`config.mk`:
```
export PLATFORM = sky130hd
export DESIGN_NAME = regwin_ctrl
export DESIGN_NICKNAME = d
export VERILOG_FILES = /design/src/rtl/regwin_pkg.sv /design/src/rtl/regwin_decode.sv /design/src/rtl/regwin_entry.sv /design/src/rtl/regwin_rdmux.sv /design/src/rtl/regwin_ctrl.sv
export SDC_FILE = /design/constraint.sdc
export NUM_CORES = 2
export LEC_CHECK = 0
export ABC_AREA = 0
export BUFFER_PORTS_ARGS = -buffer_cell sky130_fd_sc_hd__buf_2
export CELL_PAD_IN_SITES_DETAIL_PLACEMENT = 1
export CELL_PAD_IN_SITES_GLOBAL_PLACEMENT = 1
export CORE_AREA = 4 4 632 634
export DETAILED_ROUTE_END_ITERATION = 16
export DIE_AREA = 0 0 636 638
export PLACE_DENSITY = 0.31
export SLEW_MARGIN = 10
export SYNTH_ARGS = -nofsm -noshare
export SYNTH_HDL_FRONTEND = slang
export SYNTH_SLANG_ARGS = --single-unit
```
`constraint.sdc`:
```
create_clock -name clk -period 6.27 [get_ports clk]
set_clock_uncertainty 0.15 [all_clocks]
set_input_delay 1.254 -clock clk [delete_from_list [all_inputs] [get_ports clk]]
set_output_delay 1.254 -clock clk [all_outputs]
set_load 0.05 [all_outputs]
```
`src/rtl/regwin_pkg.sv`:
```
package regwin_pkg;
  localparam int unsigned WORD_W  = 32;
  localparam int unsigned ENTRY_W = 64;

  localparam logic [7:0] OFF_SEL = 8'h00;
  localparam logic [7:0] OFF_WIN = 8'h10;
  localparam logic [7:0] OFF_EOI = 8'h40;

  localparam logic [7:0] SEL_ID  = 8'h00;
  localparam logic [7:0] SEL_VER = 8'h01;
  localparam logic [7:0] SEL_TBL = 8'h10;

  localparam int unsigned BIT_DBUSY = 12;
  localparam int unsigned BIT_RIRR  = 14;
  localparam int unsigned BIT_TRIG  = 15;
  localparam int unsigned BIT_MASK  = 16;

  localparam int unsigned ID_LSB  = 24;
  localparam int unsigned ID_W    = 4;
  localparam int unsigned MAXE_LSB = 16;

  localparam logic [ENTRY_W-1:0] RW_MASK  = 64'hFFFF_0000_0001_AFFF;
  localparam logic [ENTRY_W-1:0] RO_MASK  = 64'h0000_0000_0000_5000;
  localparam logic [ENTRY_W-1:0] RST_ENTRY = 64'h0000_0000_0001_0000;

  localparam logic [2:0] EOI_SIZE = 3'd4;

  typedef enum logic [1:0] {
    TGT_NONE,
    TGT_ID,
    TGT_VER,
    TGT_TBL
  } tgt_e;
endpackage

```
`src/rtl/regwin_decode.sv`:
```
module regwin_decode
  import regwin_pkg::*;
#(
  parameter int unsigned NPINS = 24,
  localparam int unsigned IDX_W = $clog2(NPINS)
) (
  input  logic             clk,
  input  logic             rst_n,
  input  logic [7:0]       sel,
  output tgt_e             tgt,
  output logic [IDX_W-1:0] idx,
  output logic             upper
);
  localparam int unsigned TBL_END = int'(SEL_TBL) + 2 * NPINS;

  always_comb begin
    int unsigned s;
    s     = int'(sel);
    tgt   = TGT_NONE;
    idx   = '0;
    upper = 1'b0;
    if (sel == SEL_ID) begin
      tgt = TGT_ID;
    end else if (sel == SEL_VER) begin
      tgt = TGT_VER;
    end else if (s >= int'(SEL_TBL) && s < TBL_END) begin
      tgt   = TGT_TBL;
      idx   = IDX_W'((s - int'(SEL_TBL)) >> 1);
      upper = sel[0];
    end
  end


  idx_in_range_chk: assert property (@(posedge clk) disable iff (!rst_n)
    (tgt == TGT_TBL) |-> (int'(idx) < NPINS));
endmodule

```
`src/rtl/regwin_entry.sv`:
```
module regwin_entry
  import regwin_pkg::*;
(
  input  logic               clk,
  input  logic               rst_n,
  input  logic               wr_en,
  input  logic               wr_upper,
  input  logic [WORD_W-1:0]  wr_data,
  input  logic               sts_en,
  input  logic               sts_rirr,
  input  logic               sts_dbusy,
  output logic [ENTRY_W-1:0] ent_q
);
  logic [ENTRY_W-1:0] merged;
  logic [ENTRY_W-1:0] ent_d;

  always_comb begin
    merged = ent_q;
    if (wr_upper) merged[63:32] = wr_data;
    else          merged[31:0]  = wr_data;

    ent_d = ent_q;
    if (wr_en) ent_d = (merged & RW_MASK) | (ent_q & RO_MASK);
    if (sts_en) begin
      ent_d[BIT_RIRR]  = sts_rirr;
      ent_d[BIT_DBUSY] = sts_dbusy;
    end
    if (wr_en && !ent_d[BIT_TRIG]) ent_d[BIT_RIRR] = 1'b0;
  end

  always_ff @(posedge clk) begin
    if (!rst_n) ent_q <= RST_ENTRY;
    else        ent_q <= ent_d;
  end


  ro_busy_kept_chk: assert property (@(posedge clk) disable iff (!rst_n)
    (wr_en && !sts_en) |=> (ent_q[BIT_DBUSY] == $past(ent_q[BIT_DBUSY])));

  resv_zero_chk: assert property (@(posedge clk) disable iff (!rst_n)
    ent_q[47:17] == '0);

  edge_rirr_clr_chk: assert property (@(posedge clk) disable iff (!rst_n)
    wr_en |=> !(!ent_q[BIT_TRIG] && ent_q[BIT_RIRR]));

  sts_apply_chk: assert property (@(posedge clk) disable iff (!rst_n)
    (sts_en && !wr_en) |=> (ent_q[BIT_RIRR] == $past(sts_rirr)
                           && ent_q[BIT_DBUSY] == $past(sts_dbusy)));
endmodule

```
`src/rtl/regwin_rdmux.sv`:
```
module regwin_rdmux
  import regwin_pkg::*;
#(
  parameter int unsigned NPINS = 24,
  parameter logic [7:0]  VERSION = 8'h20,
  localparam int unsigned IDX_W = $clog2(NPINS)
) (
  input  tgt_e                     tgt,
  input  logic [IDX_W-1:0]         idx,
  input  logic                     upper,
  input  logic [ID_W-1:0]          id_val,
  input  logic [NPINS*ENTRY_W-1:0] tbl,
  output logic [WORD_W-1:0]        word
);
  localparam logic [7:0] MAXE = 8'(NPINS - 1);

  logic [ENTRY_W-1:0] ent_sel;

  always_comb begin
    ent_sel = tbl[int'(idx)*ENTRY_W +: ENTRY_W];
    word    = '0;
    unique case (tgt)
      TGT_ID:  word[ID_LSB +: ID_W] = id_val;
      TGT_VER: begin
        word[7:0]           = VERSION;
        word[MAXE_LSB +: 8] = MAXE;
      end
      TGT_TBL: word = upper ? ent_sel[63:32] : ent_sel[31:0];
      default: word = '0;
    endcase
  end
endmodule

```
`src/rtl/regwin_ctrl.sv`:
```
module regwin_ctrl
  import regwin_pkg::*;
#(
  parameter int unsigned NPINS = 24,
  parameter logic [7:0]  VERSION = 8'h20,
  localparam int unsigned IDX_W = $clog2(NPINS)
) (
  input  logic                     clk,
  input  logic                     rst_n,
  input  logic                     bus_valid,
  input  logic                     bus_write,
  input  logic [7:0]               bus_addr,
  input  logic [2:0]               bus_size,
  input  logic [31:0]              bus_wdata,
  output logic                     bus_rvalid,
  output logic [31:0]              bus_rdata,
  input  logic                     sts_valid,
  input  logic [IDX_W-1:0]         sts_idx,
  input  logic                     sts_remote_irr,
  input  logic                     sts_deliv_busy,
  output logic [NPINS*64-1:0]      rte_flat,
  output logic                     upd_valid,
  output logic [IDX_W-1:0]         upd_idx,
  output logic                     eoi_valid,
  output logic [7:0]               eoi_vector
);
  localparam bit EOI_EN = (VERSION == 8'h20);


  initial begin
    version_legal_chk: assert (VERSION == 8'h11 || VERSION == 8'h20);
  end

  logic [7:0]        sel_q;
  logic [ID_W-1:0]   id_q;
  tgt_e              dec_tgt;
  logic [IDX_W-1:0]  dec_idx;
  logic              dec_upper;
  logic [WORD_W-1:0] win_word;

  logic wr_req, rd_req, sel_wr, win_wr, tbl_wr, id_wr, eoi_wr;

  assign wr_req = bus_valid && bus_write;
  assign rd_req = bus_valid && !bus_write;
  assign sel_wr = wr_req && bus_addr == OFF_SEL;
  assign win_wr = wr_req && bus_addr == OFF_WIN;
  assign tbl_wr = win_wr && dec_tgt == TGT_TBL;
  assign id_wr  = win_wr && dec_tgt == TGT_ID;
  assign eoi_wr = EOI_EN && wr_req && bus_addr == OFF_EOI && bus_size == EOI_SIZE;

  regwin_decode #(.NPINS(NPINS)) u_dec (
    .clk   (clk),
    .rst_n (rst_n),
    .sel   (sel_q),
    .tgt   (dec_tgt),
    .idx   (dec_idx),
    .upper (dec_upper)
  );

  for (genvar k = 0; k < NPINS; k++) begin : g_ent
    logic ent_wr, ent_sts;
    assign ent_wr  = tbl_wr && int'(dec_idx) == k;
    assign ent_sts = sts_valid && int'(sts_idx) == k;
    regwin_entry u_ent (
      .clk       (clk),
      .rst_n     (rst_n),
      .wr_en     (ent_wr),
      .wr_upper  (dec_upper),
      .wr_data   (bus_wdata),
      .sts_en    (ent_sts),
      .sts_rirr  (sts_remote_irr),
      .sts_dbusy (sts_deliv_busy),
      .ent_q     (rte_flat[k*64 +: 64])
    );
  end

  regwin_rdmux #(.NPINS(NPINS), .VERSION(VERSION)) u_rd (
    .tgt    (dec_tgt),
    .idx    (dec_idx),
    .upper  (dec_upper),
    .id_val (id_q),
    .tbl    (rte_flat),
    .word   (win_word)
  );

  always_ff @(posedge clk) begin
    if (!rst_n) begin
      sel_q      <= '0;
      id_q       <= '0;
      bus_rvalid <= 1'b0;
      bus_rdata  <= '0;
      upd_valid  <= 1'b0;
      upd_idx    <= '0;
      eoi_valid  <= 1'b0;
      eoi_vector <= '0;
    end else begin
      if (sel_wr) sel_q <= bus_wdata[7:0];
      if (id_wr)  id_q  <= bus_wdata[ID_LSB +: ID_W];
      bus_rvalid <= rd_req;
      if (rd_req) begin
        unique case (bus_addr)
          OFF_SEL: bus_rdata <= {24'h0, sel_q};
          OFF_WIN: bus_rdata <= win_word;
          default: bus_rdata <= '0;
        endcase
      end
      upd_valid <= tbl_wr;
      if (tbl_wr) upd_idx <= dec_idx;
      eoi_valid <= eoi_wr;
      if (eoi_wr) eoi_vector <= bus_wdata[7:0];
    end
  end


  rd_latency_chk: assert property (@(posedge clk) disable iff (!rst_n)
    rd_req |=> bus_rvalid);

  rd_unmapped_zero_chk: assert property (@(posedge clk) disable iff (!rst_n)
    (rd_req && bus_addr != OFF_SEL && bus_addr != OFF_WIN) |=> bus_rdata == '0);

  rd_none_zero_chk: assert property (@(posedge clk) disable iff (!rst_n)
    (rd_req && bus_addr == OFF_WIN && dec_tgt == TGT_NONE) |=> bus_rdata == '0);

  upd_follows_wr_chk: assert property (@(posedge clk) disable iff (!rst_n)
    tbl_wr |=> (upd_valid && upd_idx == $past(dec_idx)));

  upd_only_tbl_chk: assert property (@(posedge clk) disable iff (!rst_n)
    upd_valid |-> $past(wr_req && bus_addr == OFF_WIN));

  eoi_source_chk: assert property (@(posedge clk) disable iff (!rst_n)
    eoi_valid |-> $past(wr_req && bus_addr == OFF_EOI && bus_size == EOI_SIZE));

  eoi_vec_chk: assert property (@(posedge clk) disable iff (!rst_n)
    eoi_wr |=> (eoi_valid && eoi_vector == $past(bus_wdata[7:0])));

  id_keep_chk: assert property (@(posedge clk) disable iff (!rst_n)
    !id_wr |=> $stable(id_q));
endmodule

```
==> flow_summary.ini <==
[synthesis]
syn_avg_cell_area_um2 = 7.50
netlist_area_um2 = 42000
synth_cells = 5599
ys_seq_area_share_pct = 40.6
ys_async_sr_fraction_pct = 0
synth_edf_count = 0
ys_ff_latch = 852
synth_warnings = 0
ys_types = 74
synth_ff_type = dfxtp_1

[power_and_ir_drop]
power_density_nw_per_um2 = 266
max-vdd-ir-drop_uv = 157
clkPwrFrac_pct = 53.4
p_comb_share_pct = 9.5
power_frac_seq_pct = 37.1
p_sw_mw = 4.58
switching_share_pct = 31.3
power_leakage_nw = 21.4
power_mw = 14.6
p_int_mw = 10.0

[routing]
drtIter0Drc = 2902
wl_per_cell_um = 30.6
ant_nets = 0
drt-total-wl_mm = 360
drc_errors = 0
drtPass1Iterations = 5
via_count = 43100
viasPerCell = 3.66

[finish]
syn2layout_area_growth_pct = 30.6
nFillCells = 47300
nets = 6485
final_area_um2 = 54900
drive_gt1_share_pct = 22.0

[grt]
grt_first_pass_wirelength_mm = 459
grt_max_degree = 159
antenna_found_initial = 57
grt_use_total_pct = 16.8
grt_overflow = 0
grt_pass1_vias = 42200

[cts]
clk_latency_ns = 0.83
cts-resized-gates = 0
cts.clk_slew.worst_paths_ns = 0.06
htree_levels = 4
cts_made_buffers = 137
cts.sinks = 852
postCtsHoldBufs = 0
ctsRootBufferMaster = clkbuf_16
post-cts-setup-buffer-count = 0
cts_tree = yes
clockBufferDepth = 4

[timing]
relSlewSlack_pct = 17.0
timing.fmax_ghz = 0.215
drv_slew = 0
tightest_slew_ns = 1.23
period_minus_slack_ns = 4.64
finalHoldViolCount = 0
holdWs_ns = 0.304
rsz0062_at_grt = no
tns_ns = 0
period_share_pct = 74.0
setup_viol = 0

[floorplan]
fp.dieH_um = 638
die_w_um = 636
start_util_pct = 10.7
io_pins = 1639
rows = 231
die_area_um2 = 406000
core_area_um2 = 394000

[worst_setup_path]
end_kind = register
worstSetupPathType = register to register
cp-start-kind = register
cp.arrival_ns = 5.25
cp.required_ns = 6.88
path_max_fanout = 21

[placement]
gp_congestion = 0.793
dpl.hpwl_mm = 271
place_area_um2 = 50500
io_buffers = 892

[status]
status = complete, no violations

[worst_hold_path]
min_path_type = register to register

[flow_run]
maxCapViolations = 0
==> worst max-delay path, cell delays in order, from the launching register on <==
cell     delay (ns)
dfxtp_1        0.31
inv_1          0.23
ha_1           0.20
buf_4          0.24
or3b_4         0.56
or2_4          0.62
buf_4          0.59
o22ai_1        0.20
nor4_1         0.80
o21ai_0        0.40
nand3_1        0.16
==> final timing paths <==
path,slack (ns),end,cells after the start,from
worst min-delay path,0.30,upd_idx[4],2,upd_idx[4]
worst max register to register,1.63,bus_rdata[16],10,sel_q[4]
worst max-delay path,1.63,bus_rdata[16],10,sel_q[4]
worst min register to register,0.30,upd_idx[4],2,upd_idx[4]
==> cells in the final DEF, fill, tap and decap left out, types with 12 or more instances in the layout <==
cell	n
nand2_1	1545
buf_2	892
dfxtp_1	850
a21oi_1	755
conb_1	744
o22ai_1	277
buf_4	218
o21ai_0	147
clkbuf_16	140
nor2_1	138
nor3_1	136
mux2i_1	92
nand3_1	77
clkbuf_1	34
nand4_1	33
nor4_1	31
a211oi_1	28
nor2_2	27
clkbuf_8	25
inv_1	20
diode_2	16
o221ai_1	15
a31oi_1	14
nor2b_1	13
nand2_2	13
clkinv_2	13
or4_1	12
and3_1	12
buf_12	12
==> kinds of logic (layout without fill, tap and decap cells) <==
group / Yosys count / in the layout / synth area share, %
fa+ha+maj: 2 / 2 / 0.0596
flops: 852 / 852 / 40.6
mux: 100 / 100 / 2.41
simple gates: 2128 / 2128 / 21.6
compound gates: 1320 / 1320 / 17.6
other cells: 1 / 760 / 0.00893
buf+inv: 1196 / 1372 / 17.8
==> layout make-up <==
type	count	area, um2	share of cell area (%)
antenna	16	40.0	0.0730
tap	5242	6560	12.0
inverter	21	86.3	0.157
clock buffer	199	3980	7.25
clock inverter	30	378	0.689
timing repair buffer	1122	6340	11.6
sequential	852	17100	31.1
multi-input combinational	4294	20400	37.2
==> synth_stat cells (26+ instances only) <==
cell | count | area [um2]
nor2_2 | 26 | 163
a211oi_1 | 28 | 210
mux2i_1 | 92 | 921
dfxtp_1 | 852 | 17100
buf_2 | 100 | 500
nand4_1 | 33 | 206
nand2_1 | 1548 | 5810
a21oi_1 | 755 | 3780
nand3_1 | 79 | 395
o22ai_1 | 277 | 1730
nor4_1 | 32 | 200
buf_4 | 755 | 5670
clkbuf_1 | 294 | 1100
nor2_1 | 142 | 533
o21ai_0 | 149 | 746
nor3_1 | 139 | 696
==> per-layer routing <==
metal	wire, um	track usage (%)
met4	9990	4.42
met1	152000	21.0
met3	22900	3.71
met5	24	0
met2	175000	29.2
==> power groups by stage <==
stage | combinational, mW | clock, mW | sequential (mW)
floorplan | 1.49 | 0 | 5.55
global placement | 1.37 | 0 | 5.54
detailed placement | 1.37 | 0 | 5.54
CTS | 1.37 | 8.17 | 5.42
global route | 1.42 | 8.33 | 5.42
finish | 1.38 | 7.81 | 5.42
==> through the flow <==
step,util (%),setup slack (ns),std cells
2_1_floorplan,-,2.80,6342
4_1_cts,13.9,1.29,11800
3_3_place_gp,12.8,1.22,11500
6_report,13.9,1.63,11800
5_1_grt,13.9,1.29,11800
3_5_place_dp,12.8,1.25,11500
(Power assumes the default switching activity.)
